$ cat src/rtl/arb_lock_pkg.sv
package arb_lock_pkg;
  localparam logic ADDR_CTRL = 1'b0;
  localparam logic ADDR_TMO  = 1'b1;
  localparam int   CTRL_LOCK_BIT = 1;
  localparam int   CTRL_ERR_BIT  = 0;
  localparam int   KEY_FIELD_W   = 30;

  typedef struct packed {
    logic        wr;
    logic        addr;
    logic [31:0] data;
  } bus_wr_t;
endpackage

$ cat src/rtl/arb_lock_core.sv
module arb_lock_core #(
  parameter int KEY_W = 30
) (
  input  logic             clk_i,
  input  logic             rst_ni,
  input  logic             ctrl_wr_i,
  input  logic             lock_bit_i,
  input  logic             err_clr_i,
  input  logic             expire_i,
  output logic             lock_o,
  output logic [KEY_W-1:0] key_o,
  output logic             err_o
);
  logic lock_q, err_q;
  logic [KEY_W-1:0] key_q;
  logic release_w, acquire_w, drop_w;

  assign release_w = ctrl_wr_i && !lock_bit_i && lock_q;
  assign acquire_w = ctrl_wr_i && lock_bit_i && !lock_q;
  assign drop_w    = lock_q && (expire_i || release_w);

  always_ff @(posedge clk_i or negedge rst_ni) begin
    if (!rst_ni) begin
      lock_q <= 1'b0;
      key_q  <= '0;
      err_q  <= 1'b0;
    end else begin
      if (drop_w)         lock_q <= 1'b0;
      else if (acquire_w) lock_q <= 1'b1;
      if (drop_w) key_q <= key_q + 1'b1;
      // expiry wins over a same-cycle clear
      if (expire_i)                    err_q <= 1'b1;
      else if (ctrl_wr_i && err_clr_i) err_q <= 1'b0;
    end
  end

  assign lock_o = lock_q;
  assign key_o  = key_q;
  assign err_o  = err_q;
endmodule

$ cat src/rtl/arb_lock_timer.sv
module arb_lock_timer #(
  parameter int TMO_W   = 20,
  parameter int DEF_TMO = 250
) (
  input  logic             clk_i,
  input  logic             rst_ni,
  input  logic             lock_i,
  input  logic             tick_i,
  input  logic             tmo_wr_i,
  input  logic [TMO_W-1:0] tmo_wdata_i,
  output logic [TMO_W-1:0] tmo_o,
  output logic [TMO_W-1:0] cnt_o,
  output logic             expire_o
);
  localparam logic [TMO_W-1:0] TMO_RST = TMO_W'(DEF_TMO);

  logic [TMO_W-1:0] tmo_q, cnt_q;
  logic [TMO_W:0]   elapsed;
  logic             expire;

  assign elapsed = {1'b0, cnt_q} + 1'b1;
  assign expire  = lock_i && tick_i && (elapsed >= {1'b0, tmo_q});

  always_ff @(posedge clk_i or negedge rst_ni) begin
    if (!rst_ni) begin
      tmo_q <= TMO_RST;
      cnt_q <= '0;
    end else begin
      if (expire)        tmo_q <= TMO_RST;
      else if (tmo_wr_i) tmo_q <= tmo_wdata_i;
      if (!lock_i || expire || tmo_wr_i) cnt_q <= '0;
      else if (tick_i)                   cnt_q <= cnt_q + 1'b1;
    end
  end

  assign tmo_o    = tmo_q;
  assign cnt_o    = cnt_q;
  assign expire_o = expire;
endmodule

$ cat src/rtl/arb_lock_rdmux.sv
module arb_lock_rdmux
  import arb_lock_pkg::*;
#(
  parameter int KEY_W = 30,
  parameter int TMO_W = 20
) (
  input  logic             addr_i,
  input  logic [KEY_W-1:0] key_i,
  input  logic             lock_i,
  input  logic             err_i,
  input  logic [TMO_W-1:0] tmo_i,
  output logic [31:0]      rdata_o
);
  logic [KEY_FIELD_W-1:0] key_ext;
  logic [31:0]            tmo_ext;

  always_comb begin
    key_ext = '0;
    key_ext[KEY_W-1:0] = key_i;
    tmo_ext = '0;
    tmo_ext[TMO_W-1:0] = tmo_i;
  end

  always_comb begin
    if (addr_i == ADDR_TMO) rdata_o = tmo_ext;
    else                    rdata_o = {key_ext, lock_i, err_i};
  end
endmodule

$ cat src/rtl/arb_lock_wdog.sv
module arb_lock_wdog
  import arb_lock_pkg::*;
#(
  parameter int KEY_W   = 30,
  parameter int TMO_W   = 20,
  parameter int DEF_TMO = 250
) (
  input  logic        clk_i,
  input  logic        rst_ni,
  input  logic        wr_en_i,
  input  logic        addr_i,
  input  logic [31:0] wdata_i,
  output logic [31:0] rdata_o,
  input  logic        tick_ms_i,
  output logic        lock_o,
  output logic        tmo_err_o
);
  bus_wr_t          bus;
  logic             ctrl_wr, tmo_wr, expire;
  logic             lock_q, err_q;
  logic [KEY_W-1:0] key_q;
  logic [TMO_W-1:0] tmo_q, cnt_q;
  logic             unused_wdata;

  assign bus     = '{wr: wr_en_i, addr: addr_i, data: wdata_i};
  assign ctrl_wr = bus.wr && (bus.addr == ADDR_CTRL);
  assign tmo_wr  = bus.wr && (bus.addr == ADDR_TMO);
  assign unused_wdata = ^wdata_i;

  arb_lock_core #(.KEY_W(KEY_W)) u_core (
    .clk_i      (clk_i),
    .rst_ni     (rst_ni),
    .ctrl_wr_i  (ctrl_wr),
    .lock_bit_i (bus.data[CTRL_LOCK_BIT]),
    .err_clr_i  (bus.data[CTRL_ERR_BIT]),
    .expire_i   (expire),
    .lock_o     (lock_q),
    .key_o      (key_q),
    .err_o      (err_q)
  );

  arb_lock_timer #(.TMO_W(TMO_W), .DEF_TMO(DEF_TMO)) u_timer (
    .clk_i       (clk_i),
    .rst_ni      (rst_ni),
    .lock_i      (lock_q),
    .tick_i      (tick_ms_i),
    .tmo_wr_i    (tmo_wr),
    .tmo_wdata_i (bus.data[TMO_W-1:0]),
    .tmo_o       (tmo_q),
    .cnt_o       (cnt_q),
    .expire_o    (expire)
  );

  arb_lock_rdmux #(.KEY_W(KEY_W), .TMO_W(TMO_W)) u_rdmux (
    .addr_i  (bus.addr),
    .key_i   (key_q),
    .lock_i  (lock_q),
    .err_i   (err_q),
    .tmo_i   (tmo_q),
    .rdata_o (rdata_o)
  );

  assign lock_o    = lock_q;
  assign tmo_err_o = err_q;
endmodule

$ cat config.mk
export PLATFORM = sky130hd
export DESIGN_NAME = arb_lock_wdog
export DESIGN_NICKNAME = d
export VERILOG_FILES = /design/src/rtl/arb_lock_pkg.sv /design/src/rtl/arb_lock_core.sv /design/src/rtl/arb_lock_timer.sv /design/src/rtl/arb_lock_rdmux.sv /design/src/rtl/arb_lock_wdog.sv
export SDC_FILE = /design/constraint.sdc
export NUM_CORES = 1
export LEC_CHECK = 0
export CAP_MARGIN = 20
export CORE_MARGIN = 5
export CORE_UTILIZATION = 60
export CTS_BUF_LIST = sky130_fd_sc_hd__clkbuf_8 sky130_fd_sc_hd__clkbuf_16
export DETAILED_ROUTE_END_ITERATION = 16
export DONT_BUFFER_PORTS = 1
export PLACE_DENSITY = 0.77
export SYNTH_ARGS = -nofsm -noshare
export SYNTH_HDL_FRONTEND = slang
export SYNTH_SLANG_ARGS = --single-unit
export TNS_END_PERCENT = 100
$ cat constraint.sdc
create_clock -name clk_i -period 5.05 [get_ports clk_i]
set_clock_uncertainty 0.2 [all_clocks]
set_input_delay 1.2625 -clock clk_i [delete_from_list [all_inputs] [get_ports clk_i]]
set_output_delay 1.2625 -clock clk_i [all_outputs]
set_load 0.03 [all_outputs]
==> impl_results.md <==
- EDFF count, synth: 0
- Routed len/inst: around 17 um
- Gr usage total: 22.0%
- Clk sinks: 72
- # setup viols final: 0
- HP Class: flip-flop to flip-flop
- Main combinational cell family by area after synthesis: simple AND/OR/NAND/NOR gates
- Fin crit share: 89.6%
- H-tree levels: 3
- FP Rows: 31
- Grt ovf: 0
- Layout cells sized above 1: 12.0%
- CORE AREA: about 7100 um2
- NumNets Final: 504
- CP required: a little over 5000 ps
- Static leakage: approximately 2 nW
- DP HPWL: around 6700 um
- Worst-path clk slew: 80 ps
- CP max FO: 22
- R2R Setup Slk: 530 ps
- Final GP Congestion: around 0.83
- CTS Buf Count: 9
- Core Util, Final: 64.4%
- CTS tree: yes
- RSZ-0062 raised after global routing: false
- Sequential-to-total area share from yosys stat: 41.9%
- Drt drc: 0
- Largest area contributor in the netlist: dfrtp_1
- Drt via density: 5.95
- F_max: 221 MHz
- Initial Util: 60.4%
- Simple-gate share of the synthesized area: 19.9%
- Number of diodes: 0
- # Max-Cap Violations: 0
- Die Area: 8990 um2
- Tmin final: ~4500 ps
- Post-CTS setup buffer count: 0
- Setup TNS: 0 ps
- Synth Area in Compound Gates: 11.2%
- Worst-path cell chain: ha_1 > and4_1 > and4_1 > inv_1 > or3_1 > xnor2_1 > ha_1 > a41oi_1 > o41ai_1 > or3_4 > o31ai_4 > nor4b_4 > buf_4 > a21oi_1 > o21ai_0
- Crit Path Category: flip-flop to flip-flop
- Status: completed
- Max-slew violations: 0
- Top delay family on crit path: simple AND/OR/NAND/NOR gates
- Clock buffer depth: 2
- 1st-pass router iterations: 4
- Syn. warnings: 0
- Maximum VDD drop: between 0.2 and 0.25 mV
- Final Hold Vio Count: 0
- Count leader, synth: dfrtp_1
- Top cells by count, synth: dfrtp_1, nand2_1, xnor2_1
- CP endpoint kind: flip-flop
- Synth top area share: 38.3%
- Critical-path top delay cell: dfrtp_1
- Slew headroom: 31.0%
- Largest net degree at the start of global routing: 73
- Later-pin clock latency in the skew report: between 300 and 400 ps
- Peak per-stage delay on the critical path: around 440 ps
- Port buffer count: 0
- Pwr dens: 292 nW/um2
- Area growth, synth to finish: 6.50%
- Critical Path Start Type: flip-flop
- ANT nets after route: 0
- Num ports: 71
- DR vias: 3,268
- Post-Syn Instances: 450
- Critical Path AT: about 4600 ps
- Synth Area per Inst: 9.59 um2
- Root buf cell: clkbuf_8
- Yosys reg bits: 72
- Syn_nets: 509
- Vias in the first global route: 3,221
- CTS resizes: 0
- Adder-Cell Fraction of Synth Area: under 10%
- Worst Path Buf+Inv: 2
- Multiplexer share of the synthesized area: under 10%
- Synth top area cells: dfrtp_1, xnor2_1, ha_1
- Fraction of registers with async set/reset: 100%
- Post-Synth XOR/XNOR Area: 9.34%
- Yosys cell types: 48
- Total power: 0.00134 W
- Post-CTS Hold Buffers: 0
- Initial antenna violation count: 0
- Total Wirelength: between 9000 and 10,000 um
- Die height: 94.8 um
- First-pass GRT wire length: ~16,000 um
- Slew @ Worst Pin: 1020 ps
- Synth Flop Type: dfrtp_1
- Initial DRC count: 198
- Die width: 94.8 um
- Mapped Area: between 4000 and 5000 um2
## stage by stage
stage / std cells / cell area (um2) / hold WS (ps) / worst slack [ps]
5_1_grt: 549 / 4590 / 281 / 205
3_3_place_gp: 532 / 4370 / 256 / 631
6_report: 549 / 4590 / 271 / 527
4_1_cts: 548 / 4570 / 272 / 540
3_5_place_dp: 532 / 4370 / 257 / 551
2_1_floorplan: 450 / 4310 / 238 / 1090
## power breakdown
| group | internal (W) | total [W] | switching (W) |
|---|---|---|---|
| Combinational | 0.0000785 | 0.000220 | 0.000142 |
| Sequential | 0.000618 | 0.000660 | 0.0000419 |
| Clock | 0.000229 | 0.000462 | 0.000233 |
| Total | 0.000926 | 0.00134 | 0.000417 |
## layout make-up
type / instances / area (um2)
Fill cell: 597 / 2540
Multi-Input combinational cell: 325 / 2290
Tap cell: 99 / 124
Timing Repair Buffer: 5 / 57.6
Sequential cell: 72 / 1810
Clock inverter: 7 / 71.3
Clock buffer: 9 / 124
Inverter: 32 / 120
## state kept, by name, indices dropped and copies added (netlist names)
name,count
u_core.lock_o,1
u_core.err_o,1
u_timer.cnt_o,20
u_timer.tmo_o,20
u_core.key_o,30
## cells in the final DEF (no fill, tap or decap), types with 7 or more instances in the layout
| cell | count |
|---|---|
| a21oi_1 | 30 |
| a22o_1 | 7 |
| and3_1 | 10 |
| clkbuf_8 | 9 |
| dfrtp_1 | 66 |
| ha_1 | 22 |
| inv_1 | 33 |
| mux2_2 | 19 |
| nand2_1 | 56 |
| nand3_1 | 27 |
| nand4_1 | 16 |
| nor2_1 | 7 |
| nor2b_1 | 15 |
| or3_1 | 7 |
| xnor2_1 | 38 |
| xor2_1 | 8 |
## logic make-up after synthesis
family | after synthesis
multiplexers | 24
flip-flops | 72
AO/OA/AOI/OAI | 71
XOR/XNOR | 46
buffers and inverters | 53
adder cells (fa/ha/maj) | 22
AND/OR/NAND/NOR | 162
## metal layers
metal	track usage [%]	wire length (um)	share of wire, %
met1	30.1	4190	44
met4	7.69	145	1.5
met3	5.90	731	7.7
met5	0	0	0
met2	33.7	4380	46
## worst paths after layout
check,from,to,cells past startpoint
worst max-delay path,u_timer.cnt_o[0],u_timer.cnt_o[11],15
worst min-delay path,u_core.key_o[29],u_core.key_o[29],1
worst max register to register,u_timer.cnt_o[0],u_timer.cnt_o[11],15
worst min register to register,u_core.key_o[29],u_core.key_o[29],1
max in group asynchronous,rst_ni,u_timer.tmo_o[7],0
min in group asynchronous,rst_ni,u_timer.cnt_o[4],0
## worst reg2reg max path: cells and delay by family (launching register included)
family	cells	cell delay, ps
buffers and inverters	2	400
flip-flops	1	440
AO/OA/AOI/OAI	5	980
XOR/XNOR	1	150
AND/OR/NAND/NOR	5	1680
adder cells (fa/ha/maj)	2	580
No activity file was read; power rests on OpenSTA's default activity.
